`src/rtl/dsi_pix_pkg.sv`:
```
// Package: shared packet state type and the pixel-format description
// (whole bases plus remainder bits). Assumes format codes 0..3.
package dsi_pix_pkg;

    typedef enum logic [1:0] {ST_HDR, ST_PAY, ST_CSUM} pkt_st_t;

    // Number of whole input words in one pixel of the given format.
    function automatic int fmt_bases(logic [1:0] f);
        return (f == 2'd3) ? 2 : 1;
    endfunction

    // Bits beyond the whole bases for the given format.
    function automatic int fmt_rem(logic [1:0] f);
        case (f)
            2'd1:    return 4;
            2'd2:    return 16;
            default: return 0;
        endcase
    endfunction

    // Pixel size in bits for a base width w.
    function automatic int pix_bits(logic [1:0] f, int w);
        return fmt_bases(f) * w + fmt_rem(f);
    endfunction

endpackage

```
`src/rtl/dsi_pkt_tracker.sv`:
```
// Tracker: sorts each accepted word as header, payload or checksum by
// counting bytes against the header length. It tells the packer how many
// payload bytes a word carries and whether the payload ends in it.
// Assumes that bytes within a word go in ascending order from bit 0.
module dsi_pkt_tracker
    import dsi_pix_pkg::*;
#(
    parameter int W       = 32,
    parameter int LEN_LSB = 8,
    parameter int LEN_W   = 16,
    localparam int BPW    = W / 8,
    localparam int NB_W   = $clog2(BPW + 1)
) (
    input  logic            clk,
    input  logic            rst_n,
    input  logic            fire,
    input  logic            sop,
    input  logic [W-1:0]    data,
    output logic            hdr_now,
    output logic            pay_en,
    output logic [NB_W-1:0] pay_bytes,
    output logic            pay_last,
    output logic            hdr_valid,
    output logic [W-1:0]    hdr_data,
    output logic            csum_valid,
    output logic [15:0]     csum_data
);

    pkt_st_t          state_q, state_d;
    logic [LEN_W-1:0] left_q, left_d;
    logic             got_q, got_d;
    logic [7:0]       lo_q, lo_d;
    logic             cs_en, cs_done;
    logic [15:0]      cs_val;
    logic [NB_W-1:0]  avail;
    logic [W-1:0]     shifted;

    // Classify the current word and count its payload bytes.
    always_comb begin
        hdr_now   = fire && sop;
        pay_en    = fire && !sop && state_q == ST_PAY;
        pay_bytes = '0;
        if (pay_en)
            pay_bytes = (left_q >= LEN_W'(BPW)) ? NB_W'(BPW) : left_q[NB_W-1:0];
        pay_last  = pay_en && left_q <= LEN_W'(BPW);
        cs_en     = fire && !sop && (state_q == ST_CSUM || pay_last);
        avail     = NB_W'(BPW) - pay_bytes;
        shifted   = data >> {pay_bytes, 3'b000};
    end

    // Collect checksum bytes, which may span two words.
    always_comb begin
        cs_done = 1'b0;
        cs_val  = '0;
        got_d   = got_q;
        lo_d    = lo_q;
        if (cs_en) begin
            if (got_q) begin
                cs_done = 1'b1;
                cs_val  = {shifted[7:0], lo_q};
            end else if (avail >= NB_W'(2)) begin
                cs_done = 1'b1;
                cs_val  = shifted[15:0];
            end else if (avail == NB_W'(1)) begin
                got_d = 1'b1;
                lo_d  = shifted[7:0];
            end
        end
    end

    // Next packet state and remaining payload byte count.
    always_comb begin
        state_d = state_q;
        left_d  = left_q;
        if (hdr_now) begin
            left_d  = data[LEN_LSB +: LEN_W];
            state_d = (data[LEN_LSB +: LEN_W] == '0) ? ST_CSUM : ST_PAY;
        end else if (pay_en) begin
            left_d = left_q - LEN_W'(pay_bytes);
            if (pay_last) state_d = cs_done ? ST_HDR : ST_CSUM;
        end else if (cs_en && cs_done) begin
            state_d = ST_HDR;
        end
    end

    // State registers and the registered header/checksum outputs.
    always_ff @(posedge clk) begin
        if (!rst_n) begin
            state_q    <= ST_HDR;
            left_q     <= '0;
            got_q      <= 1'b0;
            lo_q       <= '0;
            hdr_valid  <= 1'b0;
            hdr_data   <= '0;
            csum_valid <= 1'b0;
            csum_data  <= '0;
        end else begin
            state_q    <= state_d;
            left_q     <= left_d;
            got_q      <= hdr_now ? 1'b0 : (cs_done ? 1'b0 : got_d);
            lo_q       <= lo_d;
            hdr_valid  <= hdr_now;
            csum_valid <= cs_done;
            if (hdr_now) hdr_data  <= data;
            if (cs_done) csum_data <= cs_val;
        end
    end

    // a checksum completes only from a payload or checksum phase.
    p_csum_after_payload_r4: assert property (@(posedge clk) disable iff (!rst_n)
        csum_valid |-> $past(state_q) != ST_HDR);

endmodule

```
`src/rtl/dsi_bit_packer.sv`:
```
// Packer: appends the payload bytes of each word to a leftover register
// and emits one pixel whenever enough bits are present. It clears the
// leftover at the header and at the end of the payload.
// Assumes that P >= W, so each word yields at most one pixel.
module dsi_bit_packer
    import dsi_pix_pkg::*;
#(
    parameter int W         = 32,
    parameter int PIX_MAX_W = 64,
    localparam int BPW      = W / 8,
    localparam int NB_W     = $clog2(BPW + 1),
    localparam int ACC_W    = PIX_MAX_W + W - 1,
    localparam int CNT_W    = $clog2(ACC_W + 1)
) (
    input  logic                 clk,
    input  logic                 rst_n,
    input  logic [1:0]           fmt,
    input  logic                 start,
    input  logic                 word_en,
    input  logic [W-1:0]         word,
    input  logic [NB_W-1:0]      nbytes,
    input  logic                 last,
    input  logic                 pix_ready,
    output logic                 can_take,
    output logic                 pix_valid,
    output logic [PIX_MAX_W-1:0] pix_data,
    output logic [1:0]           pix_fmt,
    output logic                 pkt_err
);

    logic [ACC_W-1:0]     acc_q, merged, after_acc;
    logic [CNT_W-1:0]     cnt_q, total, after_cnt, pbits;
    logic [W-1:0]         masked;
    logic [PIX_MAX_W-1:0] low_mask;
    logic                 emit;

    // Keep only the payload bytes of the word.
    always_comb begin
        for (int b = 0; b < BPW; b++)
            masked[b*8 +: 8] = (b < int'(nbytes)) ? word[b*8 +: 8] : 8'h00;
    end

    // Merge the word above the leftover bits and split off one pixel.
    always_comb begin
        pbits     = CNT_W'(pix_bits(fmt, W));
        merged    = acc_q | (ACC_W'(masked) << cnt_q);
        total     = cnt_q + CNT_W'({nbytes, 3'b000});
        emit      = word_en && total >= pbits;
        after_cnt = emit ? total - pbits : total;
        after_acc = emit ? merged >> pbits : merged;
        low_mask  = ~({PIX_MAX_W{1'b1}} << pbits);
        can_take  = !pix_valid || pix_ready;
    end

    // Leftover register, output pixel slot and end-of-payload error.
    always_ff @(posedge clk) begin
        if (!rst_n) begin
            acc_q     <= '0;
            cnt_q     <= '0;
            pix_valid <= 1'b0;
            pix_data  <= '0;
            pix_fmt   <= '0;
            pkt_err   <= 1'b0;
        end else begin
            pkt_err <= word_en && last && after_cnt != '0;
            if (start || (word_en && last)) begin
                acc_q <= '0;
                cnt_q <= '0;
            end else if (word_en) begin
                acc_q <= after_acc;
                cnt_q <= after_cnt;
            end
            if (emit) begin
                pix_valid <= 1'b1;
                pix_data  <= merged[PIX_MAX_W-1:0] & low_mask;
                pix_fmt   <= fmt;
            end else if (pix_ready) begin
                pix_valid <= 1'b0;
            end
        end
    end

    // a held pixel does not change until it is taken.
    p_hold_stable_r7: assert property (@(posedge clk) disable iff (!rst_n)
        pix_valid && !pix_ready |=> pix_valid && $stable(pix_data) && $stable(pix_fmt));

    // the leftover never reaches a full pixel between words.
    p_left_below_pix_r3: assert property (@(posedge clk) disable iff (!rst_n)
        cnt_q < pbits);

    // bits above the pixel size stay zero.
    p_upper_zero_r3: assert property (@(posedge clk) disable iff (!rst_n)
        pix_valid |-> (pix_data >> pix_bits(pix_fmt, W)) == '0);

endmodule

```
`src/rtl/dsi_pixel_aligner.sv`:
```
// Top: joins the tracker and the packer. A word is taken only while the
// pixel slot is free or draining. The format is latched with the header
// so that it stays fixed for the whole packet.
module dsi_pixel_aligner
    import dsi_pix_pkg::*;
#(
    parameter int W         = 32,
    parameter int PIX_MAX_W = 64,
    localparam int NB_W     = $clog2(W / 8 + 1)
) (
    input  logic                 clk,
    input  logic                 rst_n,
    input  logic [1:0]           pix_sel,
    input  logic                 in_valid,
    output logic                 in_ready,
    input  logic                 in_sop,
    input  logic [W-1:0]         in_data,
    output logic                 hdr_valid,
    output logic [W-1:0]         hdr_data,
    output logic                 pix_valid,
    input  logic                 pix_ready,
    output logic [PIX_MAX_W-1:0] pix_data,
    output logic [1:0]           pix_fmt,
    output logic                 csum_valid,
    output logic [15:0]          csum_data,
    output logic                 pkt_err
);

    logic            fire, hdr_now, pay_en, pay_last;
    logic [NB_W-1:0] pay_bytes;
    logic [1:0]      fmt_q;

    assign fire = in_valid && in_ready;

    // Hold the pixel format for the packet that has just started.
    always_ff @(posedge clk) begin
        if (!rst_n)       fmt_q <= '0;
        else if (hdr_now) fmt_q <= pix_sel;
    end

    dsi_pkt_tracker #(.W(W)) u_track (
        .clk(clk), .rst_n(rst_n), .fire(fire), .sop(in_sop), .data(in_data),
        .hdr_now(hdr_now), .pay_en(pay_en), .pay_bytes(pay_bytes),
        .pay_last(pay_last), .hdr_valid(hdr_valid), .hdr_data(hdr_data),
        .csum_valid(csum_valid), .csum_data(csum_data)
    );

    dsi_bit_packer #(.W(W), .PIX_MAX_W(PIX_MAX_W)) u_pack (
        .clk(clk), .rst_n(rst_n), .fmt(hdr_now ? pix_sel : fmt_q),
        .start(hdr_now), .word_en(pay_en), .word(in_data),
        .nbytes(pay_bytes), .last(pay_last), .pix_ready(pix_ready),
        .can_take(in_ready), .pix_valid(pix_valid), .pix_data(pix_data),
        .pix_fmt(pix_fmt), .pkt_err(pkt_err)
    );

    // an end-of-payload error never coincides with a header pulse.
    p_err_not_hdr_r6: assert property (@(posedge clk) disable iff (!rst_n)
        pkt_err |-> !hdr_valid);

endmodule

```
`config.mk`:
```
export PLATFORM = sky130hd
export DESIGN_NAME = dsi_pixel_aligner
export DESIGN_NICKNAME = d
export VERILOG_FILES = /design/src/rtl/dsi_pix_pkg.sv /design/src/rtl/dsi_pkt_tracker.sv /design/src/rtl/dsi_bit_packer.sv /design/src/rtl/dsi_pixel_aligner.sv
export SDC_FILE = /design/constraint.sdc
export NUM_CORES = 1
export LEC_CHECK = 0
export BUFFER_PORTS_ARGS = -buffer_cell sky130_fd_sc_hd__buf_2
export CELL_PAD_IN_SITES_DETAIL_PLACEMENT = 1
export CELL_PAD_IN_SITES_GLOBAL_PLACEMENT = 1
export CORE_UTILIZATION = 48
export CTS_BUF_LIST = sky130_fd_sc_hd__clkbuf_16
export DETAILED_ROUTE_END_ITERATION = 16
export PLACE_DENSITY_LB_ADDON = 0.1
export SYNTH_ARGS = -nofsm -noshare
export SYNTH_HDL_FRONTEND = slang
export SYNTH_SLANG_ARGS = --single-unit
```
`constraint.sdc`:
```
create_clock -name clk -period 8.8 [get_ports clk]
set_input_delay 0.44 -clock clk [delete_from_list [all_inputs] [get_ports clk]]
set_output_delay 0.44 -clock clk [all_outputs]
set_load 0.05 [all_outputs]
```
==> results_dict.tcl, run 1 <==
set metrics [dict create \
    status "finished, violations left" \
    failed_checks "max-capacitance violations" \
    finalSetupTns_ns 0 \
    cpMaxStageDelayCell "nor2_4" \
    start_util_pct 49.0 \
    wl_per_cell_um 33.4 \
    cap_violations 1 \
    crit_type "flop to flop" \
    grt_max_degree 74 \
    dieArea_mm2 0.0311 \
    arrival_ns 6.95 \
    syn_inst 1881 \
    multi_input_area_mm2 0.00902 \
    cts_max_level 1 \
    final.fill_count 3692 \
    finalCriticalPeriod_ns 6.45 \
    io_pins 158 \
    hold_viol 0 \
    cts_tree "done" \
    clockBufferDepth 3 \
    max_freq_ghz 0.155 \
    grt_pass1_vias 17300 \
    dpl.hpwl_um 54300 \
    die_y_um 176 \
    coreArea_mm2 0.0298 \
    cts_buffers 29 \
    end_kind "flop" \
    ys_seq_area_share_pct 33.8 \
    row_count 63 \
    hold_ws_ns 0.161 \
    slew_violations 0 \
    met2_usage_pct 77.1 \
    drt_pass1_iterations 8 \
    worstMarginPinSlew_ns 1.46 \
    wl_um 79100 \
    rsz0062_at_grt "false" \
    drtIter0Drc 2628 \
    hold_path_class "input pin to flop" \
    grt_util_met3_pct 15.2 \
    cp.required_ns 9.31 \
    syn_nets 1935 \
    r2r_slack_ns 2.35 \
    route.detailed.drc 0 \
    grt.busiest_layer "met2" \
    ant_nets 0 \
    met1_usage_pct 58.2 \
    min_path_cells 3 \
    fin_skew_ns 0.0152 \
    io_buffers 157 \
    max_slew_margin_pct 1.69 \
    crit_fanout 73 \
    ys_async_sr_fraction_pct 0 \
    clock_sinks 247 \
    layout-drive-gt1-share_pct 17.3 \
    power_density_mw_per_mm2 170 \
    grt_first_pass_wirelength_um 115000 \
    via_per_inst 7.50 \
    via_count 17800 \
    vdd_drop_max_v 0.000141 \
    syn_avg_cell_area_um2 7.77 \
    setup_viol 0 \
    synth_warnings 0 \
    ys.flop_type "dfxtp_1" \
    syn_area_mm2 0.0146 \
    nNetsFinal 2010 \
    die_w_um 176 \
    ys_ff_latch 247 \
    max_stage_delay_ns 0.84 \
    synth_edf_count 0 \
    ctsHoldBuffers 0 \
    cts-root-buf "clkbuf_16" \
    place_congestion 1.03 \
    cts_resized 0 \
    areaGrowthSynthToFinish_pct 14.1 \
    antenna_found_initial 2 \
    fin_crit_sh_pct 73.2 \
    grt-ovfl-total 0 \
    startpoint_type "flop" \
    p_leak_nw 6.23 \
    cp_cell_sequence "nand4_1, nor2_4, ha_1, inv_1, fa_1, inv_1, ha_1, o21a_1, o31ai_1, a21o_1, buf_4, nor2_4, buf_4, nand2_1, o22a_1, a41oi_1" \
    synth_cell_type_count 94 \
    clkTransAtPathRegs_ns 0.07 \
    insertion_delay_ns 0.59 \
    seqCellArea_mm2 0.00495 \
    reg2regPathDepth 16 \
    track_usage_pct 50.0 \
    post_cts_buffers 0 \
]
## worst max-delay path: cells and delay by family, from the launching register on
family	cells	cell delay, ns
AOI/OAI and AO/OA	5	0.95
adders and majority gates	3	1.17
and+or+nand+nor	4	2.39
DFF	1	0.77
buffers and inverters	4	1.01
## final cells by class
| cell class | instances | share of cell area, % |
|---|---|---|
| Clock inverter | 24 | 1.61 |
| Multi-Input combinational cell | 1454 | 54.1 |
| Sequential cell | 247 | 29.7 |
| Antenna cell | 1 | 0.0150 |
| Timing Repair Buffer | 203 | 6.79 |
| Tap cell | 390 | 2.93 |
| Clock buffer | 29 | 4.36 |
| Inverter | 21 | 0.488 |
## registers in the layout, summed over array words and instances, names as in the netlist
| register | flops |
|---|---|
| u_pack.acc_q | 95 |
| u_pack.pix_data | 64 |
| u_track.hdr_data | 32 |
| u_track.csum_data | 16 |
| u_track.left_q | 16 |
| u_track.lo_q | 8 |
| u_pack.cnt_q | 5 |
| fmt_q | 2 |
| u_pack.pix_fmt | 2 |
| u_track.state_q | 2 |
| u_pack.pix_valid | 1 |
| u_pack.pkt_err | 1 |
| u_track.csum_valid | 1 |
| u_track.got_q | 1 |
| u_track.hdr_valid | 1 |
## synthesized netlist by cell type, types with 14 or more instances
master | n | area [µm²]
nand2_1 | 191 | 717
o221ai_1 | 17 | 149
clkbuf_1 | 125 | 469
nor2_1 | 254 | 953
a221oi_1 | 25 | 219
a31oi_1 | 42 | 263
a21o_1 | 14 | 105
o211a_1 | 17 | 170
nor3_1 | 41 | 205
mux2i_1 | 43 | 430
a211o_1 | 14 | 123
o211ai_1 | 20 | 150
o21ai_0 | 122 | 611
o21a_1 | 14 | 105
a211oi_1 | 84 | 631
nand3_1 | 31 | 155
o22ai_1 | 19 | 119
dfxtp_1 | 247 | 4940
a21oi_1 | 177 | 886
buf_1 | 23 | 86.3
a22oi_1 | 37 | 278
mux2_2 | 20 | 225
## layer usage
| metal | part of all wire (%) | vias up | wire, µm |
|---|---|---|---|
| li1 | - | 7257 | - |
| met1 | 35 | 8569 | 27500 |
| met2 | 43 | 1476 | 34200 |
| met3 | 13 | 460 | 10300 |
| met4 | 8.9 | 4 | 7070 |
| met5 | 0.034 | - | 27 |
## cells in the final DEF, fill, tap and decap left out, types with 17 or more instances in the layout
cell type,count
a211oi_1,84
o21ai_0,121
buf_2,157
a221oi_1,24
a22oi_1,37
mux2_2,20
clkbuf_16,29
o211a_1,17
buf_4,46
nand2_1,190
a31oi_1,42
nor3_1,41
o211ai_1,20
dfxtp_1,245
nand3_1,29
a21oi_1,175
nor2_1,252
mux2i_1,41
o221ai_1,17
o22ai_1,19
## kinds of logic (layout without fill, tap and decap cells)
group                      Yosys count  in the layout  synth area share [%]
and+or+nand+nor                    619            619                  18.8
buffers and inverters              180            277                  4.86
xor gates and xnor gates             6              6                 0.360
AOI/OAI and AO/OA                  745            745                  35.4
DFF                                247            247                  33.8
other                                0              1                     0
adders and majority gates           15             15                  1.39
muxes                               69             69                  5.34
## power breakdown
| part | internal (mW) | leakage, nW | total (mW) | switching, mW |
|---|---|---|---|---|
| sequential | 1.14 | 2.00 | 1.15 | 0.0170 |
| combinational | 0.0913 | 3.75 | 0.389 | 0.298 |
| clock | 0.750 | 0.481 | 1.30 | 0.548 |
| total | 1.98 | 6.23 | 2.84 | 0.863 |
## through the flow
stage / power, mW / util (%) / setup slack [ns] / cell area, µm² / cells
finish: 2.84 / 55.9 / 2.35 / 16700 / 2369
global route: 2.88 / 55.9 / 1.99 / 16700 / 2368
CTS: 2.81 / 55.9 / 2.50 / 16600 / 2367
detailed placement: 1.54 / 52.5 / 2.35 / 15700 / 2314
global placement: 1.53 / 52.5 / 2.62 / 15700 / 2314
floorplan: 1.40 / - / 3.50 / 14600 / 1881
## final timing paths
check,startpoint,end
hold / removal,in_data[4],u_track.hdr_data[4]
setup / recovery,u_track.left_q[0],u_pack.acc_q[28]
setup reg to reg,u_track.left_q[0],u_pack.acc_q[28]
hold reg to reg,u_pack.pix_data[35],u_pack.pix_data[35]
(Power assumes the default switching activity.)
==> inputs of run 2 (changes only) <==
- CORE_UTILIZATION: 48 -> 44
- clock period: 8.8 -> 6.3 ns (I/O delays scaled with it)
==> run 2 against run 1 <==
Fmax increased by 16%. Flip-flop and latch count unchanged. Cell area increased by 1.3%. Utilization fell by 4.2 points. Worst setup slack got worse by 1.6 ns. Non-clock buffer count increased by 13. Sequential power rose by 40%. Worst hold slack got worse by 0.13 ns. Largest power group unchanged. Clock skew rose by 0.0071 ns. Die area up 9.0%. Power grew 42%. The run still ends with max-capacitance violations left. First-iteration DRC count shrank 16%.
==> results_dict.tcl, run 2 (synthesis results as in run 1) <==
set metrics [dict create \
    status "finished, violations left" \
    failed_checks "max-capacitance violations" \
    largest_reg_flops 95 \
    via_count 17500 \
    ant_nets 0 \
    drt_pass1_iterations 8 \
    finalCriticalPeriod_ns 5.54 \
    fin_area_mm2 0.0169 \
    p_seq_share_pct 39.9 \
    clockBufferDepth 3 \
    crit_fanout 50 \
    switching_power_mw 1.24 \
    setup_viol 0 \
    track_usage_pct 46.6 \
    post_cts_buffers 0 \
    final_common_cell "nor2_1" \
    cts-root-buf "clkbuf_16" \
    cp.required_ns 6.77 \
    max_freq_ghz 0.181 \
    cts_max_level 1 \
    via_per_inst 7.18 \
    reg.largest.list "u_pack.acc_q (95), u_pack.pix_data (64), u_track.hdr_data (32)" \
    end_kind "flop" \
    final_cell_mix "253 x nor2_1, 245 x dfxtp_1, 190 x nand2_1" \
    grt_first_pass_wirelength_um 115000 \
    intPower_mw 2.79 \
    cts_resized 0 \
    ctsHoldBuffers 0 \
    grt_max_degree 68 \
    insertion_delay_ns 0.61 \
    grt-ovfl-total 0 \
    dpl.hpwl_um 57600 \
    wl_um 80600 \
    power_density_mw_per_mm2 239 \
    clock_power_share_pct 46.4 \
    dieArea_mm2 0.0339 \
    die_y_um 184 \
    arrival_ns 6.00 \
    io_buffers 157 \
    grt_pass1_vias 16700 \
    max_slew_margin_pct 1.72 \
    comb_power_share_pct 13.6 \
    startpoint_type "flop" \
    cts_buffers 30 \
    vdd_drop_max_v 0.000208 \
    top_register "u_pack.acc_q" \
    clkTransAtPathRegs_ns 0.06 \
    worstMarginPinSlew_ns 1.47 \
    fin_skew_ns 0.0223 \
    row_count 66 \
    hold_viol 0 \
    hold_path_class "input pin to flop" \
    crit_type "flop to flop" \
    drtIter0Drc 2218 \
    clock_sinks 247 \
    wl_per_cell_um 33.1 \
    finalSetupTns_ns 0 \
    p_leak_nw 6.32 \
    rsz0062_at_grt "false" \
    route.detailed.drc 0 \
    place_congestion 1.05 \
    areaGrowthSynthToFinish_pct 15.5 \
    critPathLaunch "u_track.left_q[7]" \
    cap_violations 1 \
    slew_violations 0 \
    min_from "in_data[7]" \
    die_w_um 184 \
    start_util_pct 44.8 \
    layout-drive-gt1-share_pct 17.9 \
    antenna_found_initial 3 \
    p_sw_share_pct 30.8 \
    coreArea_mm2 0.0326 \
    io_pins 158 \
    fin_crit_sh_pct 87.9 \
    r2r_start "u_track.left_q[7]" \
    cts_tree "done" \
    placed_cell_area_mm2 0.0158 \
    nNetsFinal 2024 \
]
[run 2: cell types whose count changed in the layout (fill, tap and decap cells not counted), moves of 2 or more]
cell | previous run | this run
inv_1 | 14 | 16
clkinvlp_4 | 4 | 2
buf_4 | 46 | 59
clkinv_4 | 2 | 4
[run 2: cell type report]
type	count	area (µm²)
antenna	2	5.00
clock buffer	30	751
clock inverter	25	285
fill	3991	15700
inverter	21	81.3
multi-input combinational	1454	9020
sequential	247	4950
tap	442	553
timing repair buffer	216	1230
[run 2: path summary, 6_finish.rpt]
check / cells after the start / to / slack (ns)
max: 15 / u_pack.pkt_err / 0.76
min: 3 / u_track.hdr_data[7] / 0.03
max reg2reg: 15 / u_pack.pkt_err / 0.76
min reg2reg: 2 / u_track.hdr_data[28] / 0.45
[run 2: worst max-delay path: stages, from the launching register on]
cell and delay, ns:
dfxtp_1 0.34, or4_4 0.58, or4_4 0.77, nor3_2 0.32, inv_2 0.29, fa_1 0.60
inv_1 0.07, ha_1 0.35, o21a_1 0.14, o31ai_1 0.09, a21o_1 0.32, nor2_4 0.35
buf_4 0.52, mux2i_1 0.32, and4b_1 0.23, nor3_1 0.05
[run 2: power by group through the flow]
| stage | registers, mW | clock network (mW) | logic, mW |
|---|---|---|---|
| 5_1_grt | 1.61 | 1.94 | 0.562 |
| 2_1_floorplan | 1.68 | 0 | 0.284 |
| 3_3_place_gp | 1.64 | 0 | 0.511 |
| 4_1_cts | 1.61 | 1.87 | 0.524 |
| 6_report | 1.61 | 1.87 | 0.550 |
| 3_5_place_dp | 1.64 | 0 | 0.519 |
[run 2: stage by stage]
stage | hold WS [ns] | cells | power (mW) | setup WS [ns] | utilization (%)
finish | 0.0346 | 2437 | 4.04 | 0.763 | 51.7
global route | 0.0392 | 2435 | 4.11 | 0.500 | 51.7
CTS | 0.0339 | 2435 | 4.00 | 0.865 | 51.7
detailed placement | 0.447 | 2380 | 2.16 | 0.862 | 48.5
global placement | 0.439 | 2380 | 2.15 | 1.03 | 48.5
floorplan | 0.437 | 1881 | 1.96 | 0.996 | -
[run 2: routing by layer]
metal / vias to the layer above / track usage [%] / wire length [µm]
li1: 7256 / - / -
met1: 8601 / 55.2 / 29500
met2: 1249 / 72.6 / 35500
met3: 393 / 11.8 / 8670
met4: 4 / 35.0 / 6980
met5: - / 0 / 23
